<file path="src/rtl/fut_pkg.sv">
package fut_pkg;

    typedef enum logic [0:0] {
        ST_RUN     = 1'b0,
        ST_RESTORE = 1'b1
    } rs_state_e;

endpackage

</file>
<file path="src/rtl/fut_rob.sv">
module fut_rob #(
    parameter int DEPTH = 8,
    parameter int NREG  = 32,
    parameter int XLEN  = 32,
    localparam int TW   = $clog2(DEPTH),
    localparam int RW   = $clog2(NREG)
) (
    input  logic            clk,
    input  logic            rst_n,
    input  logic            flush,
    input  logic            alloc,
    input  logic [RW-1:0]   alloc_rd,
    output logic [TW-1:0]   alloc_tag,
    output logic            full,
    input  logic            wb_en,
    input  logic            wb_valid,
    input  logic [TW-1:0]   wb_tag,
    input  logic [XLEN-1:0] wb_data,
    input  logic            wb_exc,
    output logic            wb_hit,
    output logic [RW-1:0]   wb_rd,
    input  logic            retire,
    output logic            head_valid,
    output logic            head_done,
    output logic            head_exc,
    output logic [RW-1:0]   head_rd,
    output logic [TW-1:0]   head_tag,
    output logic [XLEN-1:0] head_data
);

    localparam logic [TW:0] CNT_MAX = (TW+1)'(DEPTH);

    logic            valid_q [DEPTH];
    logic            done_q  [DEPTH];
    logic            exc_q   [DEPTH];
    logic [RW-1:0]   rd_q    [DEPTH];
    logic [XLEN-1:0] data_q  [DEPTH];
    logic [TW-1:0]   head_q, tail_q;
    logic [TW:0]     count_q;

    // slot bookkeeping: allocation at tail, completion by tag, commit at head
    always_ff @(posedge clk) begin
        if (!rst_n || flush) begin
            for (int i = 0; i < DEPTH; i++) begin
                valid_q[i] <= 1'b0;
                done_q[i]  <= 1'b0;
                exc_q[i]   <= 1'b0;
                rd_q[i]    <= '0;
                data_q[i]  <= '0;
            end
            head_q  <= '0;
            tail_q  <= '0;
            count_q <= '0;
        end else begin
            if (alloc) begin
                valid_q[tail_q] <= 1'b1;
                done_q[tail_q]  <= 1'b0;
                exc_q[tail_q]   <= 1'b0;
                rd_q[tail_q]    <= alloc_rd;
                tail_q          <= tail_q + 1'b1;
            end
            if (wb_hit) begin
                done_q[wb_tag] <= 1'b1;
                exc_q[wb_tag]  <= wb_exc;
                data_q[wb_tag] <= wb_data;
            end
            if (retire) begin
                valid_q[head_q] <= 1'b0;
                head_q          <= head_q + 1'b1;
            end
            count_q <= count_q + (TW+1)'(alloc) - (TW+1)'(retire);
        end
    end

    always_comb begin
        full       = (count_q == CNT_MAX);
        alloc_tag  = tail_q;
        wb_hit     = wb_en && wb_valid && valid_q[wb_tag] && !done_q[wb_tag];
        wb_rd      = rd_q[wb_tag];
        head_valid = valid_q[head_q];
        head_done  = done_q[head_q];
        head_exc   = exc_q[head_q];
        head_rd    = rd_q[head_q];
        head_tag   = head_q;
        head_data  = data_q[head_q];
    end

    p_alloc_room_r3: assert property (@(posedge clk) disable iff (!rst_n)
        alloc |-> !full);
    p_count_bound_r3: assert property (@(posedge clk) disable iff (!rst_n)
        count_q <= CNT_MAX);
    p_retire_clean_r7: assert property (@(posedge clk) disable iff (!rst_n)
        retire |-> (head_valid && head_done && !head_exc));
    p_flush_empties_r8: assert property (@(posedge clk) disable iff (!rst_n)
        flush |=> (count_q == '0 && !head_valid));

endmodule

</file>
<file path="src/rtl/fut_files.sv">
module fut_files #(
    parameter int DEPTH = 8,
    parameter int NREG  = 32,
    parameter int XLEN  = 32,
    localparam int TW   = $clog2(DEPTH),
    localparam int RW   = $clog2(NREG)
) (
    input  logic            clk,
    input  logic            rst_n,
    input  logic            restore,
    input  logic            disp_we,
    input  logic [RW-1:0]   disp_rd,
    input  logic [TW-1:0]   disp_tag,
    input  logic            wb_hit,
    input  logic            wb_exc,
    input  logic [TW-1:0]   wb_tag,
    input  logic [RW-1:0]   wb_rd,
    input  logic [XLEN-1:0] wb_data,
    input  logic            ret_we,
    input  logic [RW-1:0]   ret_rd,
    input  logic [TW-1:0]   ret_tag,
    input  logic [XLEN-1:0] ret_data,
    input  logic [RW-1:0]   rs1_idx,
    output logic [XLEN-1:0] rs1_data,
    input  logic [RW-1:0]   rs2_idx,
    output logic [XLEN-1:0] rs2_data
);

    logic [XLEN-1:0] fut_q  [NREG];
    logic [XLEN-1:0] arch_q [NREG];
    logic            lw_valid_q [NREG];
    logic [TW-1:0]   lw_tag_q   [NREG];
    logic            fut_we;
    logic            files_match;

    // youngest-writer guard keeps late older results out of the working copy
    always_comb begin
        fut_we = wb_hit && !wb_exc && lw_valid_q[wb_rd] && (lw_tag_q[wb_rd] == wb_tag);
    end

    always_ff @(posedge clk) begin
        if (!rst_n) begin
            for (int i = 0; i < NREG; i++) begin
                fut_q[i]      <= '0;
                lw_valid_q[i] <= 1'b0;
                lw_tag_q[i]   <= '0;
            end
        end else if (restore) begin
            for (int i = 0; i < NREG; i++) begin
                fut_q[i]      <= arch_q[i];
                lw_valid_q[i] <= 1'b0;
            end
        end else begin
            if (fut_we) begin
                fut_q[wb_rd] <= wb_data;
            end
            if (ret_we && lw_valid_q[ret_rd] && (lw_tag_q[ret_rd] == ret_tag)) begin
                lw_valid_q[ret_rd] <= 1'b0;
            end
            if (disp_we) begin
                lw_valid_q[disp_rd] <= 1'b1;
                lw_tag_q[disp_rd]   <= disp_tag;
            end
        end
    end

    // committed copy: program-order writes only
    always_ff @(posedge clk) begin
        if (!rst_n) begin
            for (int i = 0; i < NREG; i++) begin
                arch_q[i] <= '0;
            end
        end else if (ret_we) begin
            arch_q[ret_rd] <= ret_data;
        end
    end

    always_comb begin
        rs1_data = (fut_we && rs1_idx == wb_rd) ? wb_data : fut_q[rs1_idx];
        rs2_data = (fut_we && rs2_idx == wb_rd) ? wb_data : fut_q[rs2_idx];
    end

    always_comb begin
        files_match = 1'b1;
        for (int i = 0; i < NREG; i++) begin
            if (fut_q[i] != arch_q[i]) begin
                files_match = 1'b0;
            end
        end
    end

    p_restore_copies_r8: assert property (@(posedge clk) disable iff (!rst_n)
        restore |=> files_match);
    p_no_commit_in_restore_r8: assert property (@(posedge clk) disable iff (!rst_n)
        restore |-> !ret_we);

endmodule

</file>
<file path="src/rtl/fut_ctrl.sv">
module fut_ctrl
    import fut_pkg::*;
(
    input  logic clk,
    input  logic rst_n,
    input  logic ext_flush,
    input  logic full,
    input  logic head_valid,
    input  logic head_done,
    input  logic head_exc,
    output logic restore,
    output logic disp_ready,
    output logic wb_en,
    output logic retire,
    output logic exc_taken
);

    rs_state_e state_q, state_d;

    always_ff @(posedge clk) begin
        if (!rst_n) begin
            state_q <= ST_RUN;
        end else begin
            state_q <= state_d;
        end
    end

    always_comb begin
        state_d = state_q;
        unique case (state_q)
            ST_RUN: begin
                if (ext_flush || (head_valid && head_done && head_exc)) begin
                    state_d = ST_RESTORE;
                end
            end
            ST_RESTORE: state_d = ST_RUN;
            default:    state_d = ST_RUN;
        endcase
    end

    always_comb begin
        restore    = 1'b0;
        disp_ready = 1'b0;
        wb_en      = 1'b0;
        retire     = 1'b0;
        exc_taken  = 1'b0;
        unique case (state_q)
            ST_RUN: begin
                disp_ready = !full;
                wb_en      = 1'b1;
                retire     = head_valid && head_done && !head_exc;
            end
            ST_RESTORE: begin
                restore   = 1'b1;
                exc_taken = 1'b1;
            end
            default: ;
        endcase
    end

    p_exc_pulse_r8: assert property (@(posedge clk) disable iff (!rst_n)
        exc_taken |=> !exc_taken);
    p_no_dispatch_restore_r8: assert property (@(posedge clk) disable iff (!rst_n)
        exc_taken |-> (!disp_ready && !retire));
    p_flush_reacts_r9: assert property (@(posedge clk) disable iff (!rst_n)
        (ext_flush && !exc_taken) |=> exc_taken);

endmodule

</file>
<file path="src/rtl/precise_regstate.sv">
module precise_regstate #(
    parameter int DEPTH = 8,
    parameter int NREG  = 32,
    parameter int XLEN  = 32,
    localparam int TW   = $clog2(DEPTH),
    localparam int RW   = $clog2(NREG)
) (
    input  logic            clk,
    input  logic            rst_n,
    input  logic            disp_valid,
    input  logic [RW-1:0]   disp_rd,
    output logic            disp_ready,
    output logic [TW-1:0]   disp_tag,
    input  logic            wb_valid,
    input  logic [TW-1:0]   wb_tag,
    input  logic [XLEN-1:0] wb_data,
    input  logic            wb_exc,
    input  logic [RW-1:0]   rs1_idx,
    output logic [XLEN-1:0] rs1_data,
    input  logic [RW-1:0]   rs2_idx,
    output logic [XLEN-1:0] rs2_data,
    input  logic            ext_flush,
    output logic            exc_taken,
    output logic            retire_valid,
    output logic [RW-1:0]   retire_rd
);

    logic            restore, wb_en, retire, full, alloc;
    logic            wb_hit;
    logic [RW-1:0]   wb_rd;
    logic            head_valid, head_done, head_exc;
    logic [RW-1:0]   head_rd;
    logic [TW-1:0]   head_tag;
    logic [XLEN-1:0] head_data;

    assign alloc        = disp_valid && disp_ready;
    assign retire_valid = retire;
    assign retire_rd    = head_rd;

    fut_ctrl ctrl_i (
        .clk        (clk),
        .rst_n      (rst_n),
        .ext_flush  (ext_flush),
        .full       (full),
        .head_valid (head_valid),
        .head_done  (head_done),
        .head_exc   (head_exc),
        .restore    (restore),
        .disp_ready (disp_ready),
        .wb_en      (wb_en),
        .retire     (retire),
        .exc_taken  (exc_taken)
    );

    fut_rob #(.DEPTH(DEPTH), .NREG(NREG), .XLEN(XLEN)) rob_i (
        .clk        (clk),
        .rst_n      (rst_n),
        .flush      (restore),
        .alloc      (alloc),
        .alloc_rd   (disp_rd),
        .alloc_tag  (disp_tag),
        .full       (full),
        .wb_en      (wb_en),
        .wb_valid   (wb_valid),
        .wb_tag     (wb_tag),
        .wb_data    (wb_data),
        .wb_exc     (wb_exc),
        .wb_hit     (wb_hit),
        .wb_rd      (wb_rd),
        .retire     (retire),
        .head_valid (head_valid),
        .head_done  (head_done),
        .head_exc   (head_exc),
        .head_rd    (head_rd),
        .head_tag   (head_tag),
        .head_data  (head_data)
    );

    fut_files #(.DEPTH(DEPTH), .NREG(NREG), .XLEN(XLEN)) files_i (
        .clk      (clk),
        .rst_n    (rst_n),
        .restore  (restore),
        .disp_we  (alloc),
        .disp_rd  (disp_rd),
        .disp_tag (disp_tag),
        .wb_hit   (wb_hit),
        .wb_exc   (wb_exc),
        .wb_tag   (wb_tag),
        .wb_rd    (wb_rd),
        .wb_data  (wb_data),
        .ret_we   (retire),
        .ret_rd   (head_rd),
        .ret_tag  (head_tag),
        .ret_data (head_data),
        .rs1_idx  (rs1_idx),
        .rs1_data (rs1_data),
        .rs2_idx  (rs2_idx),
        .rs2_data (rs2_data)
    );

    p_one_exc_source_r11: assert property (@(posedge clk) disable iff (!rst_n)
        (wb_hit && wb_exc && (wb_tag != head_tag)) |=> !exc_taken);

endmodule

</file>
<file path="config.mk">
export PLATFORM = sky130hd
export DESIGN_NAME = precise_regstate
export DESIGN_NICKNAME = d
export VERILOG_FILES = /design/src/rtl/fut_pkg.sv /design/src/rtl/fut_rob.sv /design/src/rtl/fut_files.sv /design/src/rtl/fut_ctrl.sv /design/src/rtl/precise_regstate.sv
export SDC_FILE = /design/constraint.sdc
export NUM_CORES = 2
export LEC_CHECK = 0
export BUFFER_PORTS_ARGS = -buffer_cell sky130_fd_sc_hd__buf_2
export CORE_AREA = 2 2 565 567
export CTS_CLUSTER_DIAMETER = 30
export DETAILED_ROUTE_END_ITERATION = 6
export DIE_AREA = 0 0 567 569
export GPL_ROUTABILITY_DRIVEN = 0
export PLACE_DENSITY = 0.52
export SETUP_SLACK_MARGIN = 0.02
export SLEW_MARGIN = 25
export SYNTH_ARGS = -nofsm -noshare
export SYNTH_HDL_FRONTEND = slang
export SYNTH_HIERARCHICAL = 1
export SYNTH_SLANG_ARGS = --single-unit
</file>
<file path="constraint.sdc">
create_clock -name clk -period 9.68 [get_ports clk]
set_input_delay 1.452 -clock clk [delete_from_list [all_inputs] [get_ports clk]]
set_output_delay 1.452 -clock clk [all_outputs]
set_load 0.05 [all_outputs]
</file>
After elaboration in Yosys (flattened, before gate mapping)
Memories as Yosys holds them, arrays and structs flattened. A register that Yosys moved wholly into a read port is not among the register bits.
Cells that the tools add are included.
W data, S select, Z words.
{ "totals": {"mem_bits_ro": 0, "inputBits": 56, "reg_bits": 11, "latch_bits": 0, "elab_cells": 270, "output_inout_bits": 75, "ramBits": 2496, "memories": 9} }
{ "classes": {"n_eq_ne": 5, "order_cmp": 0, "div": 0, "muxes": 149, "multipliers": 0, "shifts": 0, "n_addsub": 4, "reduce_logical": 34, "bitwise_logic": 65} }
{ "memory_table": {"columns": ["name", "depth", "word_bits", "rd", "rd_ports_with_merged_regs", "write_ports", "line", "text"], "rows": [
  ["files_i.arch_q", 32, 32, 32, 0, 32, "fut_files.sv:30", "logic [XLEN-1:0] arch_q [NREG];"],
  ["files_i.fut_q", 32, 32, 2, 0, 32, "fut_files.sv:29", "logic [XLEN-1:0] fut_q [NREG];"],
  ["rob_i.data_q", 8, 32, 1, 1, 8, "fut_rob.sv:37", "logic [XLEN-1:0] data_q [DEPTH];"],
  ["files_i.lw_tag_q", 32, 3, 2, 0, 32, "fut_files.sv:32", "logic [TW-1:0] lw_tag_q [NREG];"],
  ["rob_i.rd_q", 8, 5, 2, 1, 8, "fut_rob.sv:36", "logic [RW-1:0] rd_q [DEPTH];"],
  ["files_i.lw_valid_q", 32, 1, 2, 0, 32, "fut_files.sv:31", "logic lw_valid_q [NREG];"],
  ["+3 memories", null, null, null, null, null, null, null]
]} }
{ "op_table": {"columns": ["operator", "n"], "rows": [
  ["$mux W32", 37],
  ["$reduce_or A32 Y1", 3],
  ["$mux W1", 86],
  ["$or A1 B1 Y1", 64],
  ["$mux W3", 19],
  ["$mux W5", 6],
  ["$logic_and A1 B1 Y1", 14],
  ["$eq A5 B5 Y1", 2],
  ["$reduce_or A1 Y1", 8],
  ["$add A3 B1 Y3 const B", 2],
  ["$eq A3 B3 Y1", 2],
  ["$logic_not A1 Y1", 5],
  ["$reduce_or A5 Y1", 1],
  ["$add A4 B1 Y4", 1],
  ["$eq A4 B4 Y1 const B", 1],
  ["$sub A4 B1 Y4", 1],
  ["$reduce_or A3 Y1", 1],
  ["$logic_or A1 B1 Y1", 2],
  ["$pmux W1 S2", 1],
  ["$not A1 Y1", 1]
]} }

Longest topological paths before layout
{ "logic_depth": {"depth_word": 13, "depth_mapped": 22, "ltp_nobuf": 11} }

Cells and area by module
The synthesis kept the hierarchy.
{ "modules_own_cells": {"columns": ["module", "cells_each", "n_inst", "area_each_um2"], "rows": [
  ["fut_files", 7672, 1, 110853.8],
  ["fut_rob", 1068, 1, 15208.3],
  ["fut_ctrl", 8, 1, 62.6],
  ["precise_regstate", 1, 1, 6.3]
]} }

Worst setup path after synthesis
Ideal clock, no wire load.
{ "synth_timing": {"path_kind": "input port to flip-flop", "from": "input wb_tag[2]", "to": "memory files_i.fut_q[0][0], enable pin", "t_arrival_ns": 7.194, "setup_time_ns": 0.466, "stages": 16, "slack_ns": 2.020, "cell_sequence": "buf_2 -> buf_2 -> mux2_2 -> a221oi_1 -> o21ai_0 -> buf_6 -> or4_4 -> o22ai_1 -> nor4_1 -> and3_1 -> or4_4 -> buf_6 -> or2_1 -> buf_2 -> clkbuf_1 -> o21ai_0"} }
{ "synth_lines": {"columns": ["element", "line", "text"], "rows": [
  ["start: declaration", "precise_regstate.sv:15", "input logic [TW-1:0] wb_tag,"],
  ["end: declaration", "fut_files.sv:29", null]
]} }

Final worst setup path
{ "layout_timing": {"from": "input wb_tag[1]", "to": "output rs1_data[7]"} }
{ "layout_lines": {"columns": ["element", "line", "text"], "rows": [
  ["$mem_v2 Z8 W5 (*)", null, null],
  ["via wb_rd[3]", "precise_regstate.sv:30", "logic [RW-1:0] wb_rd;"],
  ["$mem_v2 Z32 W3 / $mem_v2 Z32 W1 (equally long branches)", null, null],
  ["$eq A3 B3 Y1 / $logic_and A1 B1 Y1 (equally long branches)", "fut_files.sv:38", "fut_we = wb_hit && !wb_exc && lw_valid_q[wb_rd] && (lw_tag_q[wb_rd] == wb_tag);"],
  ["$logic_and A1 B1 Y1", "fut_files.sv:38", null],
  ["$logic_and A1 B1 Y1 (*)", "fut_files.sv:79", "rs1_data = (fut_we && rs1_idx == wb_rd) ? wb_data : fut_q[rs1_idx];"],
  ["$mux W32 (*)", "fut_files.sv:79", null],
  ["end: declaration", "precise_regstate.sv:19", "output logic [XLEN-1:0] rs1_data,"]
]} }
Mark *: on every way through the listed nets, which the timed path passes. The rest lies on a longest branch.

==> key figures <==
Cells and area
  • Area growth syn-to-layout: 20.2%
  • Layout cells sized above 1: around 29%
  • Nets@finish: 8936
  • Flip-flop and latch area: 0.0748 mm2
  • Area occupied by multi-input gates: about 0.048 mm2
  • Filler cells: 27100
  • Final Util: 47.9%

Clock network
  • Post-CTS Resized: 0
  • Clk_lat worst skew: ~1.0 ns
  • Cts hold-fix bufs: 0
  • Clock slew at reported path FFs: ~0.040 ns
  • TritonCTS Sinks: 2510
  • CTS tree: yes
  • Max clock buf depth: 4
  • TritonCTS Buffers: 603
  • H-tree depth: 6
  • Post-CTS Setup Inserts: 0
  • Root Driver: clkbuf_16

Timing
  • Relative slew margins: about a quarter
  • Max Fclk: between 100 and 150 MHz
  • Endpoints failing setup: 0
  • Final hold vios: 0
  • Slew Limit Fails: 0
  • Period utilisation layout: 93.2%
  • Setup_tns: 0 ns
  • Slew @ Worst Pin: 1.15 ns
  • Min cycle time layout: 9.02 ns
  • RSZ-0062 raised after global routing: false
  • Clock Skew: ~0.05 ns

Synthesis
  • Synth Net Count: 8813
  • Ys async rst share: 0%
  • Register area share after synthesis: between 50% and 60%
  • Post-synth cell types: 70
  • Yosys synthesis warning count: 6
  • Post-Synthesis Cells: 8749
  • Top FF cell, synth: edfxtp_1
  • Synth Register Bits: approximately 2500
  • Syn Area/Cell: 14.4 um2
  • EDFF count, synth: 2448
  • Mapped Area: 0.126 mm2

Routing
  • Initial DRT Pass Iterations: 6
  • Wire per inst: ~37 um
  • WL final: ~500000 um
  • Drc violations: 0
  • Vias: between 80000 and 90000
  • Starting DRC count in detailed routing: 12400
  • Avg Vias per Cell: 6.15
  • Routed Antenna Nets: 0

Worst setup path
  • Cell mode on critical path: buf_2
  • WP data required: roughly 8 ns
  • Worst r2r src: rob_i/rd_q[0][1]
  • Slowest CP cell: or4_2
  • Family with the most delay on the worst path: simple AND/OR/NAND/NOR gates
  • Critical path type: in2out
  • Worst-path fanout max: 30
  • CP peak stage delay: 1.12 ns
  • Critical Path Start Type: input pin
  • CP Cell Sequence: buf_2, nor2b_1, a22oi_1, o22ai_2, or4b_1, o22ai_1, nor4_1, a21oi_1, or4_4, or4_2, buf_4, mux2i_1, buf_2
  • Critical Path Sink Type: primary output
  • Worst EP arrival: approximately 7.6 ns
  • Crit path buf inv count: 3
  • Critical Path Start: wb_tag[1]

Placement
  • Buffers added on ports: 130
  • Post-DP HPWL: 292000 um

GRT
  • Largest net degree at the start of global routing: ~190
  • Grt total ovfl: 0
  • Vias in the first global route: 83000
  • Total global-route track usage: 30.4%
  • Initial antenna violation count: 49
  • First-pass GRT wire length: 682000 um

Pwr
  • Maximum vdd drop: 173 uV
  • Leak pwr: 0.0533 uW
  • Pwr per Cell Area: 235 mW/mm2

Floorplan
  • DIE AREA: 0.323 mm2
  • Initial core utilization: 39.8%
  • Die Ht: 569 um
  • IO Pins: approximately 130
  • Cell Rows: approximately 210
  • Die Wd: around 570 um
  • Core area: 0.317 mm2

Hold path
  • Hold Path Origin: rob_i/done_q[7]
  • Worst Hold Class: reg2reg

Outcome
  • Status: finished clean

Job
  • # Max-Cap Violations: 0
==> per-stage QoR <==
step / total power, uW / instances / instance area [um2] / worst slack [ns] / hold slack [ns]
finish: 35700 / 13600 / 152000 / 0.663 / 0.479
global route: 36500 / 13500 / 152000 / 0.391 / 0.505
CTS: 35800 / 13500 / 152000 / 0.737 / 0.474
detailed placement: 15700 / 12400 / 131000 / 0.760 / 0.468
global placement: 15700 / 12400 / 131000 / 0.957 / 0.466
floorplan: 14400 / 8749 / 126000 / 2.02 / 0.444
==> metal layers <==
metal | global-route usage, % | wire length (um) | vias to the layer above | part of all wire [%]
met4 | 14.3 | 26100 | 4 | 5.2
met5 | 0 | 24 | - | 0.0048
met2 | 45.9 | 220000 | 5197 | 44
met3 | 7.31 | 53800 | 1007 | 11
met1 | 41.4 | 197000 | 43700 | 40
li1 | - | - | 33500 | -
==> synthesized netlist by cell type (all sizes together), types with 8 or more instances <==
master | n | area share, %
and3 | 22 | 0.11
a32o | 32 | 0.25
nor2b | 16 | 0.079
nand3b | 10 | 0.060
nor4 | 29 | 0.31
mux2 | 46 | 0.41
nand3 | 20 | 0.079
o22ai | 67 | 0.33
and2 | 1151 | 5.7
mux4 | 722 | 13
xor2 | 13 | 0.090
inv | 57 | 0.17
o21ai | 180 | 0.71
a21oi | 87 | 0.35
clkbuf | 661 | 2.0
edfxtp | 2448 | 58
nand4b | 10 | 0.069
buf | 231 | 1.3
or4 | 9 | 0.060
nand4 | 12 | 0.079
o31ai | 449 | 4.3
or4b | 8 | 0.069
nand2 | 1166 | 3.5
nand2b | 29 | 0.14
mux2i | 715 | 5.7
nor2 | 280 | 0.84
nor3 | 139 | 0.57
dfxtp | 62 | 0.98
==> cells by family (layout without fill, tap and decap cells) <==
kind of cell	count (synthesis)	after routing	share of synthesized area [%]
buffers and inverters	949	1558	3.46
other	0	17	0
XOR/XNOR	19	19	0.132
AND/OR/NAND/NOR	2932	2932	11.9
adder cells (fa/ha/maj)	8	8	0.0853
AO/OA/AOI/OAI	848	848	6.22
flip-flops	2510	2510	59.3
multiplexers	1483	1483	19.0
==> power breakdown <==
group,internal (uW),switching (uW)
clock,13500,6570
sequential,12500,224
combinational,836,2050
total,26800,8850
==> registers in the layout (all words and copies together), names as in the netlist, named ones only <==
register	flops
rob_i/head_tag	3
rob_i/data_q	256
rob_i/alloc_tag	3
rob_i/done_q	8
rob_i/exc_q	8
files_i/lw_valid_q	32
files_i/fut_q	1024
ctrl_i/state_q	1
rob_i/count_q	4
files_i/lw_tag_q	96
rob_i/valid_q	8
rob_i/rd_q	40
files_i/arch_q	1024
==> worst min-delay path: stages, from the launching register on <==
cell	delay, ns
dfxtp_1	0.32
nand2_1	0.06
a21oi_1	0.05
==> cell usage in the layout (no fill, tap or decap), types with 129 or more instances in the layout <==
| cell | count |
|---|---|
| and2_1 | 1150 |
| buf_4 | 251 |
| clkbuf_16 | 610 |
| edfxtp_1 | 2448 |
| mux2i_1 | 715 |
| mux4_2 | 722 |
| nand2_1 | 1161 |
| nor2_1 | 243 |
| nor3_1 | 134 |
| o21ai_0 | 129 |
| o31ai_2 | 420 |
==> cell type report <==
class,count,area share (%)
inverter,57,0.141
sequential,2510,49.3
timing repair buffer,410,2.13
antenna,17,0.0281
clock buffer,721,10.4
multi-input combinational,5290,31.6
tap,4180,3.45
clock inverter,370,2.92
==> worst paths after layout <==
kind | endpoint | slack [ns] | cells past startpoint
worst max register to register | files_i/fut_q[15][10] | 3.28 | 14
worst min-delay path | rob_i/done_q[7] | 0.48 | 2
worst max-delay path | rs1_data[7] | 0.66 | 13
worst min register to register | rob_i/done_q[7] | 0.48 | 2
No activity file was read; power rests on OpenSTA's default activity.
